`src/rtl/ptag_pkg.sv`:
```
package ptag_pkg;
  // Default widths shared by the block and its checker.
  localparam int unsigned PTAG_TS_W        = 16;
  localparam int unsigned PTAG_DEPTH       = 16;
  localparam int unsigned PTAG_SYNC_STAGES = 2;

  // Width of an occupancy counter able to hold 0..depth.
  function automatic int unsigned occ_width(input int unsigned depth);
    return $clog2(depth + 1);
  endfunction
endpackage

```
`src/rtl/ptag_edge_sync.sv`:
```
module ptag_edge_sync #(
  parameter int unsigned STAGES = ptag_pkg::PTAG_SYNC_STAGES
) (
  input  logic clk,
  input  logic rst_n,
  input  logic async_in,
  output logic rise_evt
);
  logic [STAGES-1:0] chain;
  logic              last_q;

  generate
    for (genvar i = 0; i < STAGES; i++) begin : g_stage
      if (i == 0) begin : g_first
        always_ff @(posedge clk or negedge rst_n) begin
          if (!rst_n) chain[0] <= 1'b0;
          else        chain[0] <= async_in;
        end
      end else begin : g_next
        always_ff @(posedge clk or negedge rst_n) begin
          if (!rst_n) chain[i] <= 1'b0;
          else        chain[i] <= chain[i-1];
        end
      end
    end
  endgenerate

  always_ff @(posedge clk or negedge rst_n) begin
    if (!rst_n) last_q <= 1'b0;
    else        last_q <= chain[STAGES-1];
  end

  assign rise_evt = chain[STAGES-1] & ~last_q;
endmodule

```
`src/rtl/ptag_timebase.sv`:
```
module ptag_timebase #(
  parameter int unsigned TS_W = ptag_pkg::PTAG_TS_W
) (
  input  logic            clk,
  input  logic            rst_n,
  input  logic            restart,
  output logic [TS_W-1:0] ts
);
  localparam logic [TS_W-1:0] TS_MAX = '1;

  always_ff @(posedge clk or negedge rst_n) begin
    if (!rst_n)             ts <= '0;
    else if (restart)       ts <= '0;
    else if (ts != TS_MAX)  ts <= ts + 1'b1;
  end
endmodule

```
`src/rtl/ptag_buffer.sv`:
```
module ptag_buffer #(
  parameter int unsigned DW    = ptag_pkg::PTAG_TS_W,
  parameter int unsigned DEPTH = ptag_pkg::PTAG_DEPTH
) (
  input  logic          clk,
  input  logic          rst_n,
  input  logic          clr,
  input  logic          wr_en,
  input  logic [DW-1:0] wr_data,
  output logic          rd_valid,
  input  logic          rd_ready,
  output logic [DW-1:0] rd_data,
  output logic [ptag_pkg::occ_width(DEPTH)-1:0] count,
  output logic          overflow
);
  localparam int unsigned AW = (DEPTH > 1) ? $clog2(DEPTH) : 1;
  localparam int unsigned CW = ptag_pkg::occ_width(DEPTH);
  localparam logic [AW-1:0] LAST = AW'(DEPTH - 1);
  localparam logic [CW-1:0] FULL = CW'(DEPTH);

  logic [DW-1:0] mem [DEPTH];
  logic [AW-1:0] wptr, rptr;
  logic          full, do_wr, do_rd;

  assign full     = (count == FULL);
  assign rd_valid = (count != '0);
  assign do_wr    = wr_en && !full;
  assign do_rd    = rd_valid && rd_ready;
  assign rd_data  = mem[rptr];

  always_ff @(posedge clk) begin
    if (do_wr && !clr) mem[wptr] <= wr_data;
  end

  always_ff @(posedge clk or negedge rst_n) begin
    if (!rst_n) begin
      wptr <= '0; rptr <= '0; count <= '0; overflow <= 1'b0;
    end else if (clr) begin
      wptr <= '0; rptr <= '0; count <= '0; overflow <= 1'b0;
    end else begin
      if (do_wr) wptr <= (wptr == LAST) ? '0 : wptr + 1'b1;
      if (do_rd) rptr <= (rptr == LAST) ? '0 : rptr + 1'b1;
      case ({do_wr, do_rd})
        2'b10:   count <= count + 1'b1;
        2'b01:   count <= count - 1'b1;
        default: count <= count;
      endcase
      if (wr_en && full) overflow <= 1'b1;
    end
  end
endmodule

```
`src/rtl/photon_tagger.sv`:
```
module photon_tagger #(
  parameter int unsigned TS_W  = ptag_pkg::PTAG_TS_W,
  parameter int unsigned DEPTH = ptag_pkg::PTAG_DEPTH
) (
  input  logic            clk,
  input  logic            rst_n,
  input  logic            det_in,
  input  logic            seq_start,
  input  logic            clr,
  output logic            rd_valid,
  input  logic            rd_ready,
  output logic [TS_W-1:0] rd_data,
  output logic [ptag_pkg::occ_width(DEPTH)-1:0] tag_count,
  output logic            overflow
);
  logic            tag_evt;
  logic [TS_W-1:0] ts_now;

  ptag_edge_sync #(.STAGES(ptag_pkg::PTAG_SYNC_STAGES)) u_sync (
    .clk(clk), .rst_n(rst_n), .async_in(det_in), .rise_evt(tag_evt)
  );

  ptag_timebase #(.TS_W(TS_W)) u_time (
    .clk(clk), .rst_n(rst_n), .restart(seq_start), .ts(ts_now)
  );

  ptag_buffer #(.DW(TS_W), .DEPTH(DEPTH)) u_buf (
    .clk(clk), .rst_n(rst_n), .clr(clr),
    .wr_en(tag_evt), .wr_data(ts_now),
    .rd_valid(rd_valid), .rd_ready(rd_ready), .rd_data(rd_data),
    .count(tag_count), .overflow(overflow)
  );
endmodule

```
`config.mk`:
```
export PLATFORM = sky130hd
export DESIGN_NAME = photon_tagger
export DESIGN_NICKNAME = d
export VERILOG_FILES = /design/src/rtl/ptag_pkg.sv /design/src/rtl/ptag_edge_sync.sv /design/src/rtl/ptag_timebase.sv /design/src/rtl/ptag_buffer.sv /design/src/rtl/photon_tagger.sv
export SDC_FILE = /design/constraint.sdc
export NUM_CORES = 1
export LEC_CHECK = 0
export BUFFER_PORTS_ARGS = -buffer_cell sky130_fd_sc_hd__clkbuf_2
export CAP_MARGIN = 5
export CORE_MARGIN = 1
export CORE_UTILIZATION = 40
export DETAILED_ROUTE_END_ITERATION = 8
export PLACE_DENSITY = 0.62
export SYNTH_ARGS = -nofsm -noshare
export SYNTH_HDL_FRONTEND = slang
export SYNTH_SLANG_ARGS = --single-unit
```
`constraint.sdc`:
```
create_clock -name clk -period 6.1 [get_ports clk]
set_clock_uncertainty 0.2 [all_clocks]
set_input_delay 0.61 -clock clk [delete_from_list [all_inputs] [get_ports clk]]
set_output_delay 0.61 -clock clk [all_outputs]
set_load 0.005 [all_outputs]
```
==> flow_summary.toml, run 1 <==
[layout]
final_cell_mix = "256 x edfxtp_1, 51 x mux2i_1, 39 x nor2_1, 34 x nand2_1, 33 x o21ai_0"
fillCellCount = 2387
nets = 749
area_growth_pct = 13.8
antenna_cells = 0
drive_gt1_frac = 0.205
final_cells = 1141
final_common_cell = "edfxtp_1"

[grt]
antenna_found_initial = 0
grt_max_degree = 57
grt_pass1_vias = 6398
gr-total-overflow = 0
grt_usage = 0.170
grt_pass1_wl_um = 38500

[drt]
detail-route-antenna-nets = 0
vias = 6340
routed_via_density = 5.56
drt_iter0_drc = 504
first_pass_iters = 4
drcViolationCount = 0
drt-total-wl_um = 25400
wire_per_inst_um = 22.3

[pwr]
power.share.sequential = 0.482
vdd_drop_max_v = 0.000184
p_switching_mw = 1.16
p_leak_nw = 4.46
power.internal_mw = 3.57
p_clk_frac = 0.367
p_per_area_nw_per_um2 = 356
swShare = 0.246
comb_power_share = 0.151

[sta]
finalCritPeriodShare = 0.703
finalHoldViolCount = 8
clock.fmax_mhz = 233
fin_crit_ns = 4.29
hold-worst-slack_ns = -0.0167
rsz0062_at_grt = "no"
fin_tns_setup_ns = 0
finalMaxSlewViolations = 0
relSlewSlack = 0.191
worstMarginPinSlew_ns = 1.21
finalSetupViolCount = 0

[setup_path]
cp-start-kind = "flip-flop"
cp-end-kind = "output pin"
r2r-start = "u_buf.count[2]"
path_class = "flip-flop to output pin"
worstRegToRegCells = 10
cp.arrival_ns = 3.48
reg2reg_slack_ns = 2.64
reg2reg_to = "u_buf.count[4]"
worst-path-max-fanout = 24
worstPathRequired_ns = 5.29

[placement]
dp_hpwl_um = 14700
io_buffers = 28
dp.cells = 1088
gp_congestion = 0.772

[clocking]
post_cts_buffers = 0
cts_tree = "yes"
htreeDepth = 1
clk_pin_slew_ns = 0.06
cts.sinks = 289
cts_resized = 0
hold_buffers = 1
root_buffer = "clkbuf_16"
clock_path_buffers = 3
clk_latency_ns = 0.54
cts_buffers = 28

[logic_synthesis]
ys_seq_area_frac = 0.727
avgSynthCellArea_um2 = 16.9
synth-main-ff-cell = "edfxtp_1"
synth_area_leader_cell = "edfxtp_1"
yosysTopAreaCellShare = 0.657
ys_warn_count = 0
ys_ff_latch = 289
async_flop_share = 0.114
synth-edff-count = 256
synth_cell_types = 51
syn_area_um2 = 11700
synth_area_leaders = "edfxtp_1 66%, dfrtp_1 7.1%, mux4_2 6.2%"
synth_cells = 693
synthesis.nets = 707

[die]
rows = 62
ios = 29
core-area_um2 = 28800
die-width_um = 173
initial_core_util = 0.407
die_h_um = 173
die_area_um2 = 30000

[flow_run]
drv_cap = 0

[outcome]
violations = "hold timing"
status = "finished, violations left"

[min_path]
hold_path_class = "input port to async pin"
-- per-stage QoR --
| step | area (µm²) | setup slack [ns] | util | power [mW] | hold slack, ns |
|---|---|---|---|---|---|
| 6_report | 13300 | 1.81 | 0.463 | 4.74 | -0.0167 |
| 3_5_place_dp | 12400 | 2.40 | 0.429 | 3.05 | 0.162 |
| 2_1_floorplan | 11700 | 2.90 | - | 2.84 | 0.114 |
| 4_1_cts | 13300 | 1.82 | 0.463 | 4.78 | 0.0212 |
| 3_3_place_gp | 12400 | 2.46 | 0.429 | 3.03 | 0.145 |
| 5_1_grt | 13300 | 1.65 | 0.463 | 4.91 | 0.0536 |
-- power groups by stage --
stage / Combinational [mW] / Sequential, mW / Clock, mW
3_3_place_gp: 0.709 / 2.32 / 0
4_1_cts: 0.726 / 2.28 / 1.77
6_report: 0.716 / 2.28 / 1.74
3_5_place_dp: 0.724 / 2.33 / 0
2_1_floorplan: 0.601 / 2.24 / 0
5_1_grt: 0.774 / 2.30 / 1.84
-- sequential cells by signal, summed over array words and instances, names as in the netlist --
register and flops:
u_time.ts 16, u_buf.count 5, u_buf.rptr 4, u_buf.wptr 4, u_buf.mem 256, u_buf.overflow 1
u_sync.chain 2, u_sync.last_q 1
-- how the worst max path moves through the flow --
stage | startpoint | end | slack [ns] | cells after the start
4_1_cts | u_buf.rptr[1] | rd_data[4] | 1.82 | 6
6_report | u_buf.rptr[1] | rd_data[4] | 1.81 | 6
3_5_place_dp | u_buf.rptr[1] | rd_data[4] | 2.40 | 6
2_1_floorplan | u_buf.count[1] | u_buf.count[4] | 2.90 | 11
5_1_grt | u_buf.rptr[1] | rd_data[4] | 1.65 | 7
3_3_place_gp | u_buf.rptr[1] | rd_data[4] | 2.46 | 6
-- cell type report --
class,count,area [µm²],share of cell area
flip-flops and latches,289,8520,0.639
multi-input cells,367,3070,0.230
clock buffers,46,891,0.0669
well taps,384,480,0.0361
repair buffers,46,290,0.0218
clock inverters,6,60.1,0.00451
inverters,3,11.3,0.000845
-- critical path: stages, from the launching register on --
cell      delay [ns]
dfrtp_1         0.84
buf_4           0.49
and2_1          0.86
a221oi_1        0.21
o21ai_0         0.26
nand2_1         0.14
clkbuf_2        0.13
-- synth_stat cells, drive strengths merged (4+ instances only) --
cell type and count:
edfxtp 256, mux2i 51, nor2 42, nand2 34, o21ai 34, dfrtp 33, mux4 32, a21oi 31
clkbuf 21, mux2 18, a22oi 17, a221oi 16, buf 13, nand3 12, ha 8, nand2b 8
nor3 8, a31oi 7, xnor2 7, xor2 6, nor2b 4, o21a 4
-- cells by family after synthesis --
| group | after synthesis | share of synthesized area |
|---|---|---|
| DFF | 289 | 0.727 |
| and+or+nand+nor | 124 | 0.0511 |
| AOI/OAI and AO/OA | 121 | 0.0675 |
| muxes | 101 | 0.122 |
| buffers and inverters | 37 | 0.0136 |
| xor gates and xnor gates | 13 | 0.00972 |
| adders and majority gates | 8 | 0.00855 |
-- routing by layer --
layer,global-route usage,vias to the layer above,part of all wire
met4,0.0531,0,0.022
met3,0.0229,38,0.052
met5,0,-,0
li1,-,2831,-
met1,0.222,3293,0.42
met2,0.295,178,0.51
Power figures use the tool's default switching activity.
==> run 2: changes to the inputs <==
- clock period: 6.1 -> 4.02 ns (I/O delays scaled with it)
==> flow_summary.toml, run 2 (synthesis results as in run 1) <==
[drt]
wire_per_inst_um = 21.1
vias = 6211
drcViolationCount = 0
drt-total-wl_um = 24200
routed_via_density = 5.41
first_pass_iters = 6
detail-route-antenna-nets = 0
drt_iter0_drc = 474

[sta]
fin_tns_setup_ns = 0
rsz0062_at_grt = "no"
worstMarginPinSlew_ns = 0.950
finalSetupViolCount = 0
clock.fmax_mhz = 291
finalHoldViolCount = 0
relSlewSlack = 0.366
finalMaxSlewViolations = 0
finalCritPeriodShare = 0.855
fin_crit_ns = 3.44

[grt]
grt_pass1_wl_um = 38200
grt_pass1_vias = 6398
gr-total-overflow = 0
grt_usage = 0.166
grt_max_degree = 36
antenna_found_initial = 0

[layout]
drive_gt1_frac = 0.212
antenna_cells = 0
fillCellCount = 2402
final_core_util = 0.464
area_growth_pct = 14.1
final_cell_mix = "256 x edfxtp_1, 51 x mux2i_1, 39 x nor2_1, 34 x nand2_1, 33 x o21ai_0"
regMostFlops = "u_buf.mem"
final_common_cell = "edfxtp_1"
reg_top3 = "u_buf.mem (256), u_time.ts (16), u_buf.count (5)"
largest_reg_flops = 256
nets = 758

[die]
core-area_um2 = 28800
initial_core_util = 0.407
die-width_um = 173
ios = 29
die_area_um2 = 30000
die_h_um = 173
rows = 62

[min_path]
hold_path_class = "input port to flip-flop"
holdPathStages = 2

[placement]
gp_congestion = 0.790
io_buffers = 28
dp_hpwl_um = 15000

[setup_path]
worst-path-max-fanout = 9
worstRegToRegCells = 10
reg2reg_to = "u_buf.count[4]"
cp-end-kind = "flip-flop"
setup.worst_path.end = "u_buf.count[4]"
worstPathRequired_ns = 4.27
path_class = "flip-flop to flip-flop"
cp-start-kind = "flip-flop"
r2r-start = "u_buf.count[2]"
cp.arrival_ns = 3.69
crit_start = "u_buf.count[2]"
reg2reg_slack_ns = 0.58

[clocking]
cts_tree = "yes"
clock_path_buffers = 3
cts_buffers = 27
htreeDepth = 1
cts_resized = 0
clk_pin_slew_ns = 0.07
clk_latency_ns = 0.54
root_buffer = "clkbuf_16"
cts.sinks = 289

[pwr]
p_leak_nw = 4.48
p_per_area_nw_per_um2 = 535
vdd_drop_max_v = 0.000302

[outcome]
status = "finished, final reports clean"

[flow_run]
drv_cap = 0
run 2: cell count changes in the layout (fill, tap and decap cells not counted), sizes merged:
cell         delta
clkinv          +4
buf             +9
clkbuf         -10
dlygate4sd3     +1
bufinv          +2
clkinvlp        +2
run 2: stage by stage:
| stage | area [µm²] | hold slack (ns) | setup slack (ns) | power [mW] | instances |
|---|---|---|---|---|---|
| 2_1_floorplan | 11700 | -0.0936 | 0.823 | 4.31 | 693 |
| 3_5_place_dp | 12400 | 0.137 | 0.614 | 4.67 | 1097 |
| 4_1_cts | 13400 | 0.0640 | 0.604 | 7.20 | 1149 |
| 5_1_grt | 13400 | 0.0964 | 0.453 | 7.41 | 1149 |
| 3_3_place_gp | 12400 | 0.135 | 0.709 | 4.62 | 1097 |
| 6_report | 13400 | 0.0834 | 0.584 | 7.14 | 1149 |
run 2: worst min path at each step:
stage                     slack (ns)              end             from
after global routing             0.1   u_buf.count[4]              clr
final                           0.08   u_buf.count[4]              clr
after global placement          0.13  u_sync.chain[1]  u_sync.chain[0]
after floorplan                -0.09   u_buf.count[0]            rst_n
after CTS                       0.06   u_buf.count[4]              clr
after detailed placement        0.14  u_sync.chain[1]  u_sync.chain[0]
run 2: layer usage:
metal	up-vias	share of wire	global-route usage
met4	0	0.022	0.0468
met5	-	0	0
met2	155	0.49	0.275
met1	3161	0.45	0.228
li1	2848	-	-
met3	47	0.044	0.0233
run 2: layout make-up:
class                      instances  area, µm²  share of cell area
sequential                       289       8520               0.637
multi-input combinational        367       3060               0.229
clock buffer                      36        739              0.0553
tap                              384        480              0.0360
timing repair buffer              56        393              0.0294
clock inverter                    14        156              0.0117
inverter                           3       11.3            0.000843
run 2: repair_timing:
item | CTS | global route
hold buffers | 2 | 0
hold endpoints to repair | 34 | 0
setup buffers | 0 | 0
endpoints found under the setup margin | 0 | 0
run 2: power by group:
| group | internal [mW] | switching [mW] | leakage [nW] |
|---|---|---|---|
| logic | 0.594 | 0.604 | 1.22 |
| registers | 3.29 | 0.115 | 2.83 |
| clock network | 1.49 | 1.06 | 0.429 |
| total | 5.37 | 1.78 | 4.48 |
run 2: worst max-delay path, cell delays in order (launching register included):
cell and delay [ns]:
dfrtp_1 0.48, or4_4 0.61, o21ai_2 0.33, nor2_1 0.12, xor2_1 0.17, ha_1 0.24
or3_2 0.42, a21oi_1 0.19, nor3_2 0.06, or4_1 0.40, a21oi_1 0.14
